File: src/rtl/tam_pkg.sv
package tam_pkg;
  parameter int OP_W    = 8;
  parameter int A_DIG_W = 4;
  parameter int B_DIG_W = 2;

  localparam int A_DIGITS   = OP_W / A_DIG_W;
  localparam int B_DIGITS   = OP_W / B_DIG_W;
  localparam int TILES      = A_DIGITS * B_DIGITS;
  localparam int TILE_W     = A_DIG_W + B_DIG_W;
  localparam int PROD_W     = 2 * OP_W;
  localparam int APPROX_MAX = (1 << (TILE_W - 1)) - 1;

  typedef logic [TILE_W-1:0] tile_t;

  // strobes from control to datapath
  typedef struct packed {
    logic capture;  // load tile register
    logic sum;      // load result register
  } stage_strobe_t;

  function automatic int tileShift(input int a, input int b);
    return a * A_DIG_W + b * B_DIG_W;
  endfunction

  // rank by weight, ties broken toward lower opA digit
  function automatic int tileRank(input int a, input int b);
    int r;
    r = 0;
    for (int i = 0; i < A_DIGITS; i++) begin
      for (int j = 0; j < B_DIGITS; j++) begin
        if ((tileShift(i, j) < tileShift(a, b)) ||
            ((tileShift(i, j) == tileShift(a, b)) && (i < a)))
          r++;
      end
    end
    return r;
  endfunction
endpackage

File: src/rtl/tam_tile.sv
module tam_tile
  import tam_pkg::*;
#(
  parameter bit APPROX = 1'b0
) (
  input  logic [A_DIG_W-1:0] digitA,
  input  logic [B_DIG_W-1:0] digitB,
  output tile_t              tileProd
);
  tile_t fullProd;

  always_comb fullProd = TILE_W'(digitA) * TILE_W'(digitB);

  generate
    if (APPROX) begin : g_clamp
      always_comb tileProd = (fullProd > tile_t'(APPROX_MAX)) ? tile_t'(APPROX_MAX) : fullProd;
    end else begin : g_exact
      always_comb tileProd = fullProd;
    end
  endgenerate
endmodule

File: src/rtl/tam_ctrl.sv
module tam_ctrl
  import tam_pkg::*;
(
  input  logic          clk,
  input  logic          rst,
  input  logic          inValid,
  output stage_strobe_t strobe,
  output logic          outValid
);
  logic validS1;
  logic validS2;

  always_ff @(posedge clk) begin
    if (rst) begin
      validS1 <= 1'b0;
      validS2 <= 1'b0;
    end else begin
      validS1 <= inValid;
      validS2 <= validS1;
    end
  end

  always_comb begin
    strobe.capture = inValid;
    strobe.sum     = validS1;
    outValid       = validS2;
  end

  AST_LATENCY_TWO: assert property (@(posedge clk) disable iff (rst)
    outValid |-> $past(inValid, 2));

  AST_RESET_VALID: assert property (@(posedge clk)
    rst |=> !outValid);
endmodule

File: src/rtl/tam_datapath.sv
module tam_datapath
  import tam_pkg::*;
#(
  parameter int NUM_APPROX = 3
) (
  input  logic              clk,
  input  logic              rst,
  input  stage_strobe_t     strobe,
  input  logic [OP_W-1:0]   opA,
  input  logic [OP_W-1:0]   opB,
  output logic [PROD_W-1:0] product
);
  tile_t [TILES-1:0] tileOut;
  tile_t [TILES-1:0] tileReg;

  generate
    for (genvar a = 0; a < A_DIGITS; a++) begin : g_adig
      for (genvar b = 0; b < B_DIGITS; b++) begin : g_bdig
        localparam int IDX = a * B_DIGITS + b;
        localparam bit IS_APPROX = (tileRank(a, b) < NUM_APPROX);
        tam_tile #(.APPROX(IS_APPROX)) u_tile (
          .digitA  (opA[a*A_DIG_W +: A_DIG_W]),
          .digitB  (opB[b*B_DIG_W +: B_DIG_W]),
          .tileProd(tileOut[IDX])
        );
        if (IS_APPROX) begin : g_chk
          AST_APPROX_CLAMP: assert property (@(posedge clk) disable iff (rst)
            strobe.capture |=> (tileReg[IDX] <= tile_t'(APPROX_MAX)));
        end
      end
    end
  endgenerate

  always_ff @(posedge clk) begin
    if (rst) tileReg <= '0;
    else if (strobe.capture) tileReg <= tileOut;
  end

  // packed rows: non-overlapping tiles share a row
  // tile index = a*4+b, weight shift = 4a+2b
  logic [11:0] rowA;  // columns 11..0  : tile(1,1) | tile(0,0)
  logic [11:0] rowB;  // columns 13..2  : tile(1,2) | tile(0,1)
  logic [11:0] rowC;  // columns 15..4  : tile(1,3) | tile(0,2)
  logic [5:0]  rowD;  // columns 9..4   : tile(1,0)
  logic [5:0]  rowE;  // columns 11..6  : tile(0,3)
  logic [12:0] sumAB;   // weight 2^2
  logic [8:0]  sumDE;   // weight 2^4
  logic [11:0] sumCDE;  // weight 2^4
  logic [13:0] sumHigh; // weight 2^2
  logic [PROD_W-1:0] productNext;

  always_comb begin
    rowA = {tileReg[5], tileReg[0]};
    rowB = {tileReg[6], tileReg[1]};
    rowC = {tileReg[7], tileReg[2]};
    rowD = tileReg[4];
    rowE = tileReg[3];
    sumAB   = {3'b000, rowA[11:2]} + {1'b0, rowB};
    sumDE   = {1'b0, rowE, 2'b00} + {3'b000, rowD};
    sumCDE  = rowC + {3'b000, sumDE};
    sumHigh = {1'b0, sumAB} + {sumCDE, 2'b00};
    productNext = {sumHigh, rowA[1:0]};
  end

  always_ff @(posedge clk) begin
    if (rst) product <= '0;
    else if (strobe.sum) product <= productNext;
  end

  // plain zero-extend-and-add of the tile register
  function automatic logic [PROD_W-1:0] plainSum(input tile_t [TILES-1:0] t);
    logic [PROD_W-1:0] acc;
    acc = '0;
    for (int a = 0; a < A_DIGITS; a++)
      for (int b = 0; b < B_DIGITS; b++)
        acc = acc + (PROD_W'(t[a*B_DIGITS+b]) << tileShift(a, b));
    return acc;
  endfunction

  AST_PACKED_SUM: assert property (@(posedge clk) disable iff (rst)
    strobe.sum |=> (product == plainSum($past(tileReg))));

  AST_HOLD_IDLE: assert property (@(posedge clk) disable iff (rst)
    !strobe.sum |=> $stable(product));

  AST_RESET_PRODUCT: assert property (@(posedge clk)
    rst |=> (product == '0));
endmodule

File: src/rtl/tile_approx_mult.sv
module tile_approx_mult
  import tam_pkg::*;
#(
  parameter int NUM_APPROX = 3
) (
  input  logic              clk,
  input  logic              rst,
  input  logic              inValid,
  input  logic [OP_W-1:0]   opA,
  input  logic [OP_W-1:0]   opB,
  output logic              outValid,
  output logic [PROD_W-1:0] product
);
  stage_strobe_t strobe;

  tam_ctrl u_ctrl (
    .clk     (clk),
    .rst     (rst),
    .inValid (inValid),
    .strobe  (strobe),
    .outValid(outValid)
  );

  tam_datapath #(.NUM_APPROX(NUM_APPROX)) u_dp (
    .clk    (clk),
    .rst    (rst),
    .strobe (strobe),
    .opA    (opA),
    .opB    (opB),
    .product(product)
  );
endmodule

File: config.mk
export PLATFORM = sky130hd
export DESIGN_NAME = tile_approx_mult
export DESIGN_NICKNAME = d
export VERILOG_FILES = /design/src/rtl/tam_pkg.sv /design/src/rtl/tam_tile.sv /design/src/rtl/tam_ctrl.sv /design/src/rtl/tam_datapath.sv /design/src/rtl/tile_approx_mult.sv
export SDC_FILE = /design/constraint.sdc
export NUM_CORES = 1
export LEC_CHECK = 0
export BUFFER_PORTS_ARGS = -buffer_cell sky130_fd_sc_hd__buf_2
export CAP_MARGIN = 20
export CORE_MARGIN = 2
export CORE_UTILIZATION = 40
export CTS_CLUSTER_SIZE = 40
export DETAILED_ROUTE_END_ITERATION = 7
export PLACE_DENSITY = 0.61
export SETUP_SLACK_MARGIN = 0.05
export SLEW_MARGIN = 20
export SYNTH_ARGS = -nofsm -noshare
export SYNTH_HDL_FRONTEND = slang
export SYNTH_HIERARCHICAL = 1
export SYNTH_SLANG_ARGS = --single-unit
File: constraint.sdc
create_clock -name clk -period 7.8 [get_ports clk]
set_clock_uncertainty 0.05 [all_clocks]
set_input_delay 0.39 -clock clk [delete_from_list [all_inputs] [get_ports clk]]
set_output_delay 0.39 -clock clk [all_outputs]
set_load 0.02 [all_outputs]
# Yosys cells after proc, flatten, opt, wreduce, memory -nomap -nowiden
# Cells that the tools add are included.
classes:
  addsub: 4
  n_mul: 8
  magnitude_cmp: 3
  muxes: 3
ops:
  columns: ["cell", "count"]
  rows:
  - ["$mul 4x2->6", 8]
  - ["$gt 6x5->1 const B", 3]
  - ["$mux 6", 3]
  - ["$add 13x14->14", 1]
  - ["$add 10x12->13", 1]
  - ["$add 12x9->12", 1]
  - ["$add 8x6->9", 1]
totals:
  ff_bits: 66
  input_bits: 19
  out_inout_bits: 17
  word_cells: 29

# Depth between registers and ports, before layout
logic_depth:
  depth_word: 3
  mapped_depth: 18
  ltp_nobuf: 18

# Hierarchy
# Netlist, hierarchy kept.
modules_own_cells:
  columns: ["mod", "instances", "cells_per_inst", "area_per_inst_um2", "seq_area_each_um2"]
  rows:
  - ["tam_datapath", 1, 366, 3558.4, 1281.2]
  - ["tam_tile at u_dp.g_adig[0].g_bdig[3].u_tile ...", 5, 23, 161.4, 0.0]
  - ["tam_tile at u_dp.g_adig[0].g_bdig[0].u_tile ...", 3, 29, 200.2, 0.0]
  - ["tam_ctrl", 1, 6, 67.6, 40.0]

# Worst setup path before layout
# OpenSTA, ideal clock, no wires.
synth_timing:
  path_kind: "register -> register"
  start: "reg u_dp.tileReg (netlist bit u_dp/rowC[2])"
  end: "reg u_dp.product[15]"
  setup_time_ps: 79
  arrival_time_ps: 3691
  required_ps: 7671
  path_slack_ps: 3979
  path_stages_with_launch: 17
  path_buffers: 0
  synth_period_minus_slack_ps: 3821
  cell_sequence: "dfxtp_1 -> inv_1 -> fa_1 -> inv_1 -> fa_1 -> a211oi_2 -> o21bai_1 -> a21oi_1 -> xnor2_1 -> fa_1 -> ha_1 -> and3_1 -> nand3_1 -> nor3_1 -> nor3_2 -> xnor2_1 -> a211oi_2"
synth_between:
  elab_chain_len: 2
synth_rtl:
  columns: ["item", "line_no", "text"]
  rows:
  - ["start, declared", "tam_datapath.sv:14", "tile_t [TILES-1:0] tileReg;"]
  - ["start signal, assigned", "tam_datapath.sv:36", "else if (strobe.capture) tileReg <= tileOut;"]
  - ["$add 12x9->12", "tam_datapath.sv:60", "sumCDE = rowC + {3'b000, sumDE};"]
  - ["$add 13x14->14", "tam_datapath.sv:61", "sumHigh = {1'b0, sumAB} + {sumCDE, 2'b00};"]
  - ["end signal, assigned", "tam_datapath.sv:67", "else if (strobe.sum) product <= productNext;"]
  - ["end, declared", "tam_datapath.sv:11", "output logic [PROD_W-1:0] product"]
# Every way passes these cells.
# A chain may end at the register's enable or synchronous reset.

# Worst setup path in the final report
layout_timing:
  start: "reg u_dp.tileReg (netlist bit u_dp/rowC[2])"
  end: "reg u_dp.product[13]"
# The elaborated chain is that of the path after synthesis.

==> results by group <==
Critical path
  • CP max stage delay: 0.53 ns
  • CP top delay family: adder cells
  • Crit path arrival time: 4.34 ns
  • Crit path cell chain: inv_1, fa_1, inv_1, fa_1, a211oi_2, o21bai_1, a21oi_1, xnor2_1, fa_1, ha_1, a21oi_1, o21bai_1, a21oi_1, nor4b_1, a211o_1
  • Worst Path Buf+Inv: 2
  • Reg-to-reg slack, setup: 3.64 ns
  • CP max stage cell: fa_1
  • CP max FO: 6
  • Crit Path Class: reg -> reg
  • Startpoint types: flop
  • Element type at the critical path end: flop
  • Critical Path RT: 7.98 ns

Synth
  • Mapped Area: 0.00503 mm^2
  • Synth cell types: 46
  • Syn Inst Count: 574
  • Synth Register Bits: 66
  • Syn_area_per_cell: 8.77 um^2
  • YS warnings: 6
  • Sequential area share after synthesis: 0.262
  • Syn nets: 667

Timing
  • Period minus WS final: 4.16 ns
  • Hold_ws: 0.431 ns
  • Final Max Slew Viols: 0
  • Slew margin rel.: 0.429
  • Worst-margin pin slew: 0.856 ns
  • Fmax: 0.240 GHz
  • Endpoints failing setup: 0
  • RSZ-0062 raised after global routing: no
  • Crit share post-route: 0.534
  • Final hold vios: 0
  • Total negative setup slack: 0 ns

CTS
  • Root Buffer: clkbuf_16
  • H-tree Lvls: 3
  • CTS tree: yes
  • CTS Buffer Depth: 2
  • CTS clk-pin slew, worst paths: 0.06 ns
  • Clock Latency Late Sink: 0.34 ns
  • CTS Hold Bufs: 0
  • Post-CTS sizing: 0
  • CTS sink count: 66
  • CTS buffer count: 9
  • # Post-CTS Setup Buffers: 0

Drt
  • Via/cell ratio: 5.04
  • Pre-Repair DR Iteration Count: 5
  • Routed WL: 10700 um
  • DRT iter0 DRCs: 183
  • Via count: 3906
  • Final ANT Viol Nets: 0
  • DRC: 0
  • DR WL/cell: 13.8 um

Finish
  • Most frequent cells in the layout: nor2_1 (75), dfxtp_1 (66), mux2i_1 (58)
  • Fillcell total: 1192
  • Synth-to-Final Area Change: 11.8%
  • Fraction of layout cells with a size suffix above 1: 0.117
  • Area of the multi-input gates: 0.00340 mm^2
  • # diodes: 0
  • Non-filler cells, final: 775
  • Most common cell after layout, fill and taps aside: nor2_1
  • Nets: 695
  • FF+latch area: 0.00132 mm^2

GRT
  • Number of global-route vias before repair: 3766
  • Initial antenna violation count: 0
  • GRT Resource Usage Total: 0.170
  • First-pass GRT wire length: 17900 um
  • Largest net degree at the start of global routing: 74
  • GRT overflow: 0

Floorplanning
  • Initial core utilization: 0.414
  • Rows: 40
  • Chip width: 116 um
  • Die Y: 116 um
  • Die Footprint: 0.0135 mm^2
  • Core area: 0.0122 mm^2
  • IO Pins: 36

Power and ir drop
  • Internal power: 0.711 mW
  • Maximum vdd drop: 0.000122 V
  • Pwr Density: 181 mW/mm^2
  • Clk pwr share: 0.388
  • Reg power frac: 0.367
  • Combinational share of power: 0.246
  • Net Sw Frac: 0.303
  • Leakage power: 2.91 nW
  • Psw: 0.309 mW

Placement
  • Post-DP HPWL: 7960 um
  • Inst Count DP: 759
  • IO Port Bufs: 35
  • Routability cong.: 0.838

Outcome
  • Status: completed

Flow run
  • Max Cap Violations: 0

Min path
  • Worst hold-check path type: reg -> reg
## flip-flops by register name (all words and copies together) (netlist names)
signal	flops
u_dp/product	16
u_dp/rowB	12
u_dp/rowC	12
u_dp/rowA	10
u_dp/rowD	6
u_dp/rowE	6
u_dp/productNext	2
u_ctrl/outValid	1
u_ctrl/validS1	1
## Yosys cell counts (all sizes together)
library cell / number / area (um^2)
and2: 37 / 231
nand3b: 3 / 22.5
nor3b: 3 / 22.5
mux2i: 58 / 581
buf: 10 / 60.1
or4: 1 / 7.51
nor2: 75 / 282
nor2b: 9 / 56.3
a31o: 1 / 8.76
nand4: 2 / 12.5
o21bai: 8 / 75.1
o311a: 1 / 10.0
a31oi: 1 / 6.26
xor2: 9 / 78.8
o2111ai: 1 / 8.76
and3: 3 / 20.0
a21oi: 24 / 143
o21a: 2 / 15.0
clkbuf: 11 / 41.3
o31a: 3 / 26.3
nand2: 44 / 165
nand2b: 4 / 25.0
ha: 52 / 651
o211a: 1 / 10.0
a221oi: 1 / 15.0
a21o: 12 / 90.1
o21ai: 10 / 50.0
xnor2: 15 / 131
inv: 57 / 214
dfxtp: 66 / 1320
a211o: 4 / 35.0
o211ai: 2 / 15.0
nor4b: 3 / 26.3
nand3: 4 / 20.0
fa: 22 / 440
a211oi: 6 / 70.1
conb: 3 / 11.3
nor3: 6 / 35.0
## path summary, 6_finish.rpt
kind / cells past startpoint / to / startpoint
min: 2 / u_dp/product[5] / u_dp/product[5]
min reg2reg: 2 / u_dp/product[5] / u_dp/product[5]
max reg2reg: 15 / u_dp/product[13] / u_dp/rowC[2]
max: 15 / u_dp/product[13] / u_dp/rowC[2]
## per-layer routing
layer	up-vias	share of wire	GRT usage
met2	78	0.47	0.278
met5	-	0	0
met1	1860	0.48	0.225
li1	1957	-	-
met3	11	0.041	0.0348
met4	0	0.016	0.0595
## area by class of cell
type / instances / area share
well taps: 168 / 0.0373
clock buffers: 11 / 0.0414
inverters: 57 / 0.0380
multi-input cells: 430 / 0.604
clock inverters: 5 / 0.00978
repair buffers: 38 / 0.0351
flip-flops and latches: 66 / 0.235
## kinds of logic (layout without fill, tap and decap cells)
kind of cell	Yosys count	in the layout	synth area share
buffers and inverters	78	111	0.0626
AO/OA/AOI/OAI	77	77	0.115
XOR/XNOR	24	24	0.0418
flip-flops	66	66	0.262
other	3	3	0.00224
adder cells (fa/ha/maj)	74	74	0.217
multiplexers	58	58	0.115
AND/OR/NAND/NOR	194	194	0.184
## power groups by stage
stage / clock network [mW] / registers [mW] / logic [mW]
2_1_floorplan: 0 / 0.386 / 0.182
3_3_place_gp: 0 / 0.381 / 0.244
3_5_place_dp: 0 / 0.382 / 0.249
4_1_cts: 0.408 / 0.375 / 0.252
5_1_grt: 0.422 / 0.377 / 0.284
6_report: 0.396 / 0.374 / 0.251
## tightest hold or removal path, stage by stage (launching register included)
cell      delay [ns]
dfxtp_1         0.31
nor2_1          0.08
a211oi_1        0.05
## stage by stage
stage | utilization | power, mW | worst slack, ns | area [um^2]
final | 0.463 | 1.02 | 3.64 | 5630
after global routing | 0.463 | 1.08 | 3.37 | 5630
after CTS | 0.463 | 1.03 | 3.66 | 5630
after detailed placement | 0.439 | 0.631 | 3.69 | 5340
after global placement | 0.439 | 0.625 | 3.74 | 5340
after floorplan | - | 0.569 | 3.98 | 5030
No activity file was read; power rests on OpenSTA's default activity.
